===== src/rtl/kbs_pkg.sv =====
// Package: shared status word geometry for the key blob status unit.
// Assumes a 32-bit status word and a context field that fits below bit 29.
package kbs_pkg;
    localparam int STAT_W    = 32;
    localparam int DONE_BIT  = 31;
    localparam int KBEN_BIT  = 30;
    localparam int BLKEN_BIT = 29;
    localparam int CTX_LSB   = 16;
    localparam int ERR_BIT   = 0;
endpackage


===== src/rtl/kbs_err_track.sv =====
// Module: sticky per-context error bits plus the summary error flag.
// New pulses take priority over clear and force in the same cycle.
// Assumes pulses and strobes are synchronous single-cycle signals.
module kbs_err_track #(
    parameter int N_CTX = 4
) (
    input  logic             clk,
    input  logic             rst_n,
    input  logic [N_CTX-1:0] pulse_i,
    input  logic             force_i,
    input  logic             clr_i,
    output logic [N_CTX-1:0] ctx_o,
    output logic             sum_o
);
    logic wipe;
    logic any_pulse;
    logic sum_q;

    // Old detail is discarded on either clear or force.
    assign wipe      = clr_i | force_i;
    assign any_pulse = |pulse_i;

    genvar g;
    generate
        for (g = 0; g < N_CTX; g++) begin : g_ctx
            logic bit_q;
            // Sticky flag for one context; a new pulse overrides a wipe.
            always_ff @(posedge clk) begin
                if (!rst_n) bit_q <= 1'b0;
                else        bit_q <= (bit_q & ~wipe) | pulse_i[g];
            end
            assign ctx_o[g] = bit_q;
        end
    endgenerate

    // Summary flag: set by any pulse or force, cleared by clear otherwise.
    always_ff @(posedge clk) begin
        if (!rst_n) sum_q <= 1'b0;
        else        sum_q <= any_pulse | force_i | (sum_q & ~clr_i);
    end
    assign sum_o = sum_q;


    pulse_sets_sum_chk: assert property (@(posedge clk) disable iff (!rst_n)
        any_pulse |=> sum_o);

    pulse_recorded_chk: assert property (@(posedge clk) disable iff (!rst_n)
        any_pulse |=> ((ctx_o & $past(pulse_i)) == $past(pulse_i)));

    force_wipes_chk: assert property (@(posedge clk) disable iff (!rst_n)
        (force_i && !any_pulse) |=> (sum_o && ctx_o == '0));

    clear_empties_chk: assert property (@(posedge clk) disable iff (!rst_n)
        (clr_i && !force_i && !any_pulse) |=> (!sum_o && ctx_o == '0));

    detail_implies_sum_chk: assert property (@(posedge clk) disable iff (!rst_n)
        (ctx_o != '0) |-> sum_o);
endmodule


===== src/rtl/kbs_done_track.sv =====
// Module: processing-done flag, only meaningful while key blob enable is set.
// Assumes done_i is a single-cycle pulse from the unwrap engine.
module kbs_done_track (
    input  logic clk,
    input  logic rst_n,
    input  logic kb_en_i,
    input  logic done_i,
    output logic done_o
);
    logic done_q;

    // Done flag: held at 0 while disabled, set by a done pulse while enabled.
    always_ff @(posedge clk) begin
        if (!rst_n)        done_q <= 1'b0;
        else if (!kb_en_i) done_q <= 1'b0;
        else if (done_i)   done_q <= 1'b1;
    end
    assign done_o = done_q;


    disabled_clears_done_chk: assert property (@(posedge clk) disable iff (!rst_n)
        !kb_en_i |=> !done_o);

    enabled_pulse_sets_done_chk: assert property (@(posedge clk) disable iff (!rst_n)
        (kb_en_i && done_i) |=> done_o);
endmodule


===== src/rtl/kbs_irq_gate.sv =====
// Module: interrupt request gating of the summary error flag.
// Combinational on purpose so a change of enable acts in the same cycle.
module kbs_irq_gate (
    input  logic err_i,
    input  logic en_i,
    output logic irq_o
);
    // Request only when an error is recorded and interrupts are enabled.
    always_comb irq_o = err_i & en_i;
endmodule


===== src/rtl/kb_err_status.sv =====
// Module: top of the key blob error status unit.
// Combines error tracking, done tracking and IRQ gating into one status word.
// Assumes N_CTX + CTX_LSB stays below the block enable mirror bit.
module kb_err_status
    import kbs_pkg::*;
#(
    parameter int N_CTX = 4
) (
    input  logic              clk,
    input  logic              rst_n,
    input  logic              blk_en_i,
    input  logic              kb_en_i,
    input  logic              irq_en_i,
    input  logic [N_CTX-1:0]  ctx_err_i,
    input  logic              done_i,
    input  logic              force_err_i,
    input  logic              clr_err_i,
    output logic [STAT_W-1:0] status_o,
    output logic              irq_o
);
    logic [N_CTX-1:0] ctx_w;
    logic             sum_w;
    logic             done_w;

    kbs_err_track #(.N_CTX(N_CTX)) err_i (
        .clk     (clk),
        .rst_n   (rst_n),
        .pulse_i (ctx_err_i),
        .force_i (force_err_i),
        .clr_i   (clr_err_i),
        .ctx_o   (ctx_w),
        .sum_o   (sum_w)
    );

    kbs_done_track done_trk_i (
        .clk     (clk),
        .rst_n   (rst_n),
        .kb_en_i (kb_en_i),
        .done_i  (done_i),
        .done_o  (done_w)
    );

    kbs_irq_gate irq_i (
        .err_i (sum_w),
        .en_i  (irq_en_i),
        .irq_o (irq_o)
    );

    // Pack the status word; unassigned bits stay zero.
    always_comb begin
        status_o                     = '0;
        status_o[ERR_BIT]            = sum_w;
        status_o[CTX_LSB +: N_CTX]   = ctx_w;
        status_o[BLKEN_BIT]          = blk_en_i;
        status_o[KBEN_BIT]           = kb_en_i;
        status_o[DONE_BIT]           = done_w;
    end


    irq_needs_err_chk: assert property (@(posedge clk) disable iff (!rst_n)
        irq_o |-> (status_o[ERR_BIT] && irq_en_i));

    err_enabled_raises_irq_chk: assert property (@(posedge clk) disable iff (!rst_n)
        (status_o[ERR_BIT] && irq_en_i) |-> irq_o);

    new_error_wins_chk: assert property (@(posedge clk) disable iff (!rst_n)
        ((clr_err_i || force_err_i) && ctx_err_i != '0)
        |=> (status_o[CTX_LSB +: N_CTX] == $past(ctx_err_i) && status_o[ERR_BIT]));

    reset_empties_chk: assert property (@(posedge clk)
        !rst_n |=> (status_o[ERR_BIT] == 1'b0 && status_o[DONE_BIT] == 1'b0
                    && status_o[CTX_LSB +: N_CTX] == '0));
endmodule


===== config.mk =====
export PLATFORM = sky130hd
export DESIGN_NAME = kb_err_status
export DESIGN_NICKNAME = d
export VERILOG_FILES = /design/src/rtl/kbs_pkg.sv /design/src/rtl/kbs_err_track.sv /design/src/rtl/kbs_done_track.sv /design/src/rtl/kbs_irq_gate.sv /design/src/rtl/kb_err_status.sv
export SDC_FILE = /design/constraint.sdc
export NUM_CORES = 1
export LEC_CHECK = 0
export CAP_MARGIN = 20
export CORE_AREA = 3 3 41 46
export CTS_BUF_LIST = sky130_fd_sc_hd__clkbuf_4 sky130_fd_sc_hd__clkbuf_8
export DETAILED_ROUTE_END_ITERATION = 8
export DIE_AREA = 0 0 44 49
export PLACE_DENSITY = 0.87
export REMOVE_ABC_BUFFERS = 1
export SLEW_MARGIN = 10
export SYNTH_ARGS = -nofsm -noshare
export SYNTH_HDL_FRONTEND = slang
export SYNTH_HIERARCHICAL = 1
export SYNTH_SLANG_ARGS = --single-unit

===== constraint.sdc =====
create_clock -name clk -period 2.8 [get_ports clk]
set_input_delay 0.28 -clock clk [delete_from_list [all_inputs] [get_ports clk]]
set_output_delay 0.28 -clock clk [all_outputs]
set_load 0.01 [all_outputs]

==> flow_metrics.tcl, run 1 <==
set metrics [dict create \
    crit_required_ps 2520 \
    ys_warn_count 6 \
    synth_top_cell_by_area "buf_4" \
    cts_tree "yes" \
    netlist_instances 52 \
    hold_viol 0 \
    setup_ws_ps 1160 \
    drt_iter0_markers 3 \
    clk_pin_slew_ps 40 \
    gr-total-overflow 0 \
    regArea_um2 120 \
    rsz0062_at_grt "no" \
    synthFlopType "dfxtp_1" \
    post-synth-top-count-cell "buf_4" \
    drt_pass1_iterations 2 \
    syn2layout_area_growth_pct 14.9 \
    status "finished, final reports clean" \
    core_area_um2 1440 \
    drive_gt1_share_pct 4.69 \
    vias 296 \
    period_needed_ps 1640 \
    synth_area_um2 463 \
    clk-insertion-delay-late_ps 240 \
    powerDensity_nw_per_um2 428 \
    worstSetupPathType "in2out" \
    p_comb_share_pct 24.4 \
    setup_viol 0 \
    multi_input_area_um2 189 \
    finalSetupTns_ps 0 \
    synth_edf_count 0 \
    wl_per_cell_um 9.36 \
    path_max_fanout 1 \
    grt_pass1_wl_um 1150 \
    ir_worst_vdd_mv 0.198 \
    skew_ps 0 \
    fin_nets 78 \
    critical_path_arrival_ps 1360 \
    critPathLaunchType "input pin" \
    port_buffers 18 \
    antenna_cells 0 \
    pwr-share-seq_pct 41.0 \
    clock-root-buffer "clkbuf_4" \
    synth_cell_type_count 10 \
    cts_setup_buffers 0 \
    drv_slew 0 \
    htreeDepth 1 \
    pre_cts_ws_ps 1140 \
    rows 14 \
    track_usage_pct 7.23 \
    die_w_um 44 \
    synthArstFlopShare_pct 0 \
    grt_pass1_vias 255 \
    place.gp.congestion 0.602 \
    fmax_mhz 610 \
    hold_buffers 0 \
    timing.final.crit_share_pct 58.6 \
    initial_core_util_pct 32.2 \
    cts_made_buffers 3 \
    num_io_pins 45 \
    postRouteWirelength_um 749 \
    ctsLongestPathBuffers 2 \
    hold_class "reg2reg" \
    crit_path_end_kind "output pin" \
    cts_resized 0 \
    p_int_mw 0.167 \
    fp.dieArea_um2 2160 \
    cts_sinks 6 \
    vias_per_cell 3.70 \
    ant_nets 0 \
    netSwitchingFraction_pct 26.5 \
    ys_ff_latch 6 \
    antenna_found_initial 0 \
    fill_cells 161 \
    p_leak_nw 0.244 \
    ys_seq_area_share_pct 25.9 \
    fp.dieH_um 49 \
    drc 0 \
    maxCapViolCount 0 \
    clkPwrFrac_pct 34.7 \
    synth_top_area_share_pct 51.9 \
    switching_power_mw 0.0603 \
    holdWs_ps 509 \
    synthTopCellsByArea "buf_4 52%, dfxtp_1 26%, nor3b_1 6.5%, o21a_1 6.5%, o211a_1 2.2%" \
    synth.avg_cell_area_um2 8.90 \
    netlist_top_cells_count "32 x buf_4, 6 x dfxtp_1, 4 x nor3b_1, 4 x o21a_1" \
    grt_max_degree 7 \
]
cell usage in the layout, fill, tap and decap left out:
master	count
clkdlybuf4s50_1	18
conb_1	24
nor2b_1	1
nor3b_1	4
o31a_1	1
dfxtp_1	6
o21a_1	4
clkbuf_4	3
and2_1	1
or4_1	1
o211a_1	1
through the flow:
stage / cell area [um^2] / power [mW] / utilization, % / instances
after floorplan: 309 / 0.118 / - / 43
after detailed placement: 509 / 0.150 / 35.5 / 77
after global placement: 509 / 0.149 / 35.5 / 77
final: 532 / 0.228 / 37.0 / 80
after global routing: 532 / 0.242 / 37.0 / 80
after CTS: 532 / 0.233 / 37.0 / 80
kinds of logic after synthesis:
group,share of synthesized area [%]
AO/OA/AOI/OAI,10.5
AND/OR/NAND/NOR,10.8
buffers and inverters,51.9
flip-flops,25.9
other,0.810
metal layers:
metal  vias to the layer above  track usage [%]  routed length [um]
met4                         0             3.02                   0
met2                        34             11.7                 380
met3                         0             4.80                 129
li1                        139                -                   -
met5                         -                0                   0
met1                       123             7.06                 239
layout make-up:
| type | count | area share, % |
|---|---|---|
| Timing Repair Buffer | 18 | 33.9 |
| Clock buffer | 3 | 4.24 |
| Multi-Input combinational cell | 37 | 35.5 |
| Sequential cell | 6 | 22.6 |
| Tap cell | 16 | 3.76 |
state kept, by name, summed over array words and instances (netlist names):
name	count
err_i/g_ctx.bit_q	4
err_i/sum_o	1
done_trk_i/done_o	1
worst max-delay path, stage by stage:
cell,delay (ps)
clkdlybuf4s50_1,450
and2_1,110
clkdlybuf4s50_1,530
path summary, 6_finish.rpt:
path                                         from                end  slack [ps]  cells after the start
worst min register to register  done_trk_i/done_o  done_trk_i/done_o         510                      1
worst max-delay path                     irq_en_i              irq_o        1160                      3
worst max register to register        err_i/sum_o        err_i/sum_o        1990                      2
worst min-delay path            done_trk_i/done_o  done_trk_i/done_o         510                      1
power groups by stage:
stage / logic, mW / clock network, mW / registers, mW
after floorplan: 0.0213 / 0 / 0.0970
after global placement: 0.0544 / 0 / 0.0946
after detailed placement: 0.0551 / 0 / 0.0949
after CTS: 0.0553 / 0.0846 / 0.0933
after global routing: 0.0604 / 0.0879 / 0.0939
final: 0.0555 / 0.0789 / 0.0933
Power figures use the tool's default switching activity.
==> run 2: changes to the inputs <==
Settings changed: CORE_AREA 3 3 41 46 to 3 3 44 50, DIE_AREA 0 0 44 49 to 0 0 47 53, PLACE_DENSITY 0.87 to 0.79.
Clock period 2.8 ns to 1.5 ns, I/O delays scaled along.
==> run 2 against run 1 <==
  * Hold slack got worse by 210 ps
  * First-iteration DRC count down 100%
  * Clock-buffer cell count did not move
  * Clock skew is the same
  * Sequential power increased by 86%
  * Largest power group unchanged
==> flow_metrics.tcl, run 2 (synthesis results as in run 1) <==
set metrics [dict create \
    status "finished, final reports clean" \
    clkPwrFrac_pct 34.5 \
    rr_startpoint "err_i/sum_o" \
    p_int_mw 0.314 \
    path_depth 2 \
    crit_path_end_kind "output pin" \
    hold_buffers 0 \
    skew_ps 0 \
    clk_pin_slew_ps 40 \
    rows 16 \
    r2r_cells 2 \
    finalSetupTns_ps 0 \
    multi_input_area_um2 189 \
    r2r-end "err_i/sum_o" \
    slowest_stage "clkdlybuf4s50_1" \
    grt_max_degree 7 \
    p_leak_nw 0.249 \
    crit_required_ps 1350 \
    power_mw 0.427 \
    core_area_um2 1760 \
    p_comb_share_pct 24.8 \
    fin_util_pct 30.8 \
    netSwitchingFraction_pct 26.5 \
    worstSetupPathType "reg2out" \
    vias 296 \
    hold_class "in2out" \
    initial_core_util_pct 26.3 \
    ant_nets 0 \
    path_max_fanout 3 \
    grt_pass1_wl_um 1010 \
    switching_power_mw 0.113 \
    crit_path_max_incr_delay_ps 530 \
    htreeDepth 1 \
    fill_cells 193 \
    fp.dieArea_um2 2490 \
    layout_commonest_cell "conb_1" \
    track_usage_pct 6.20 \
    clock-root-buffer "clkbuf_4" \
    num_io_pins 45 \
    drc 0 \
    setup_viol 0 \
    drt_pass1_iterations 1 \
    maxCapViolCount 0 \
    holdWs_ps 300 \
    regArea_um2 120 \
    drt_iter0_markers 0 \
    startpoint "err_i/sum_o" \
    cts_sinks 6 \
    pwr-share-seq_pct 40.7 \
    hold_viol 0 \
    port_buffers 18 \
    place.gp.congestion 0.587 \
    rsz0062_at_grt "no" \
    reg2reg_slack_ps 670 \
    critical_path_arrival_ps 1260 \
    powerDensity_nw_per_um2 789 \
    fmax_mhz 711 \
    wl_per_cell_um 9.12 \
    top_register "err_i/g_ctx.bit_q" \
    fin_nets 79 \
    place_hpwl_um 672 \
    die_w_um 47 \
    vias_per_cell 3.57 \
    cp_top_family "buffers and inverters" \
    clk-insertion-delay-late_ps 240 \
    layoutNonFillerInstCount 83 \
    drv_slew 0 \
    antenna_found_initial 0 \
    fp.dieH_um 53 \
    drive_gt1_share_pct 6.15 \
    timing.final.crit_share_pct 93.8 \
    cts_tree "yes" \
    postRouteWirelength_um 757 \
    path_cells "and2_1 -> clkdlybuf4s50_1" \
    final_cell_mix "24 x conb_1, 18 x clkdlybuf4s50_1, 6 x dfxtp_1, 4 x nor3b_1, 4 x o21a_1" \
    period_needed_ps 1410 \
    antenna_cells 0 \
    cts_made_buffers 3 \
    gr-total-overflow 0 \
    cts_setup_buffers 0 \
    largest_register_ffs 4 \
    cp-endpoint "irq_o" \
    ir_worst_vdd_mv 0.513 \
    syn2layout_area_growth_pct 17.0 \
    cts_resized 0 \
    ctsLongestPathBuffers 2 \
    grt_pass1_vias 241 \
    placed_cells 80 \
    cp_num_buf_inv 1 \
    critPathLaunchType "flop" \
]
run 2: power by group through the flow:
stage               sequential (mW)  combinational (mW)  clock [mW]
finish                        0.174               0.106       0.148
floorplan                     0.181              0.0397           0
global route                  0.175               0.117       0.167
CTS                           0.174               0.106       0.154
detailed placement            0.177               0.105           0
global placement              0.177               0.105           0
run 2: routing by layer:
metal / track usage (%) / vias up / wire, um
met1: 5.45 / 128 / 215
li1: - / 139 / -
met2: 10.6 / 29 / 415
met3: 6.12 / 0 / 126
met4: 0 / 0 / 0
met5: 0 / - / 0
run 2: how the worst min path moves through the flow:
stage | start | to | slack (ps) | cells past startpoint
after global placement | blk_en_i | status_o[29] | 300 | 0
after global routing | blk_en_i | status_o[29] | 300 | 0
after floorplan | rst_n | err_i/g_ctx[0].bit_q | 270 | 1
after detailed placement | blk_en_i | status_o[29] | 300 | 0
after CTS | blk_en_i | status_o[29] | 300 | 0
final | blk_en_i | status_o[29] | 300 | 0
run 2: metrics by stage:
| stage | cell area [um^2] | setup WS (ps) |
|---|---|---|
| 3_5_place_dp | 519 | 34.5 |
| 4_1_cts | 542 | 53.9 |
| 6_report | 542 | 93.3 |
| 5_1_grt | 542 | 12.8 |
| 3_3_place_gp | 519 | 70.0 |
| 2_1_floorplan | 309 | 500 |
run 2: final cells by class:
cell class / count / share of cell area (%)
Tap cell: 18 / 4.16
Clock buffer: 3 / 4.16
Multi-Input combinational cell: 37 / 34.9
Sequential cell: 6 / 22.2
Timing Repair Buffer: 19 / 34.6
run 2: worst reg2reg max path, stage by stage, from the launching register on:
cell and delay, ps:
dfxtp_1 320, nor2b_1 130, o31a_1 270
==> run 3: changes to the inputs <==
--- a/config.mk
+++ b/config.mk
@@ -8,7 +8,7 @@
 export CAP_MARGIN = 20
-export CORE_AREA = 3 3 44 50
-export CTS_BUF_LIST = sky130_fd_sc_hd__clkbuf_4 sky130_fd_sc_hd__clkbuf_8
+export CORE_AREA = 3 3 45 51
+export CTS_BUF_LIST = sky130_fd_sc_hd__clkbuf_16
 export DETAILED_ROUTE_END_ITERATION = 8
-export DIE_AREA = 0 0 47 53
-export PLACE_DENSITY = 0.79
+export DIE_AREA = 0 0 48 54
+export PLACE_DENSITY = 0.76
 export REMOVE_ABC_BUFFERS = 1
--- a/constraint.sdc
+++ b/constraint.sdc
@@ -3,2 +3,2 @@
 set_output_delay 0.15 -clock clk [all_outputs]
-set_load 0.01 [all_outputs]
+set_load 0.1 [all_outputs]
==> run 3 against run 2 <==
  * Wire length rose by 11%
  * Highest routed layer unchanged
  * Combinational power grew to 4.3 times the previous value
  * Die area rose by 4.1%
  * Hold slack is essentially flat
  * Largest power group is now combinational cells
==> flow_metrics.tcl, run 3 (synthesis results as in run 1) <==
set metrics [dict create \
    status "finished, final reports clean" \
    vias_per_cell 3.76 \
    drt_pass1_iterations 1 \
    layout_commonest_cell "conb_1" \
    r2r-end "err_i/sum_o" \
    timing.final.crit_share_pct 82.0 \
    fin_nets 79 \
    r2r_cells 2 \
    critical_path_arrival_ps 1340 \
    cts_resized 0 \
    critPathLaunchType "input pin" \
    period_needed_ps 1230 \
    cts_made_buffers 3 \
    port_buffers 18 \
    syn2layout_area_growth_pct 45.7 \
    antenna_found_initial 0 \
    grt_max_degree 7 \
    hold_class "in2out" \
    ir_worst_vdd_mv 0.885 \
    rr_startpoint "err_i/sum_o" \
    clk-insertion-delay-late_ps 230 \
    clk_pin_slew_ps 30 \
    final_cell_area_um2 674 \
    clock-root-buffer "clkbuf_16" \
    die_w_um 48 \
    hp-start "blk_en_i" \
    fp.dieH_um 54 \
    powerDensity_nw_per_um2 1570 \
    p_leak_nw 0.314 \
    fmax_mhz 813 \
    worstSetupPathType "in2reg" \
    drv_slew 0 \
    gr-total-overflow 0 \
    rsz0062_at_grt "no" \
    crit_required_ps 1610 \
    place.gp.congestion 0.579 \
    skew_ps 0 \
    postRouteWirelength_um 841 \
    wl_per_cell_um 10.1 \
    maxCapViolCount 0 \
    hold_buffers 0 \
    whs_endpoint "status_o[29]" \
    largest_register_ffs 4 \
    track_usage_pct 7.02 \
    setup_viol 0 \
    final_cell_mix "24 x conb_1, 10 x clkdlybuf4s50_1, 8 x buf_12, 6 x dfxtp_1" \
    initial_core_util_pct 25.7 \
    hold_viol 0 \
    antenna_cells 0 \
    hold_path_depth 0 \
    detailed_place.area_um2 599 \
    reg2reg_slack_ps 630 \
    ant_nets 0 \
    fill_cells 186 \
    rows 16 \
    pre_cts_ws_ps 38.3 \
    layoutNonFillerInstCount 83 \
    power_mw 1.06 \
    crit_path_end_kind "flop" \
    top_register "err_i/g_ctx.bit_q" \
    place_hpwl_um 733 \
    drc 0 \
    drt_iter0_markers 0 \
    path_max_fanout 2 \
    grt_pass1_vias 292 \
    fp.dieArea_um2 2590 \
    core_area_um2 1800 \
    cts_sinks 6 \
    ctsLongestPathBuffers 2 \
    cts_setup_buffers 0 \
    vias 312 \
    htreeDepth 1 \
    drive_gt1_share_pct 18.5 \
    setup_ws_ps 269 \
    placed_cells 80 \
    grt_pass1_wl_um 1190 \
    cts_tree "yes" \
    num_io_pins 45 \
]
==> run 3: area by class of cell <==
class | count | area, um^2 | area share (%)
timing repair buffer | 19 | 268 | 39.7
clock buffer | 3 | 75.1 | 11.1
sequential | 6 | 120 | 17.8
tap | 18 | 22.5 | 3.34
multi-input combinational | 37 | 189 | 28.0
==> run 3: worst max-delay path by stage <==
stage,from,depth (start not counted),end
6_report,force_err_i,3,err_i/sum_o
5_1_grt,force_err_i,3,err_i/sum_o
4_1_cts,force_err_i,3,err_i/sum_o
3_5_place_dp,ctx_err_i[1],3,err_i/sum_o
3_3_place_gp,ctx_err_i[1],3,err_i/sum_o
2_1_floorplan,err_i/sum_o,1,irq_o
==> run 3: layer usage <==
layer  GRT usage (%)  vias to the layer above  routed length [um]
met5               0                        -                   0
met4            1.35                        0                   0
met3            6.02                        0                 116
met2            13.0                       27                 488
met1            5.30                      144                 236
li1                -                      141                   -
==> run 3: metrics by stage <==
stage	setup TNS [ps]	utilization [%]	hold slack, ps
CTS	0	37.4	301
finish	0	37.4	300
floorplan	-452	-	268
global route	0	37.4	301
detailed placement	0	33.3	301
global placement	0	33.3	301
==> run 3: where the power goes <==
group | internal, mW | switching, mW
clock | 0.342 | 0.0883
sequential | 0.170 | 0.00957
combinational | 0.0798 | 0.371
==> run 3: critical path, stage by stage <==
cell	delay [ps]
clkdlybuf4s50_1	430
or4_1	520
o31a_1	240
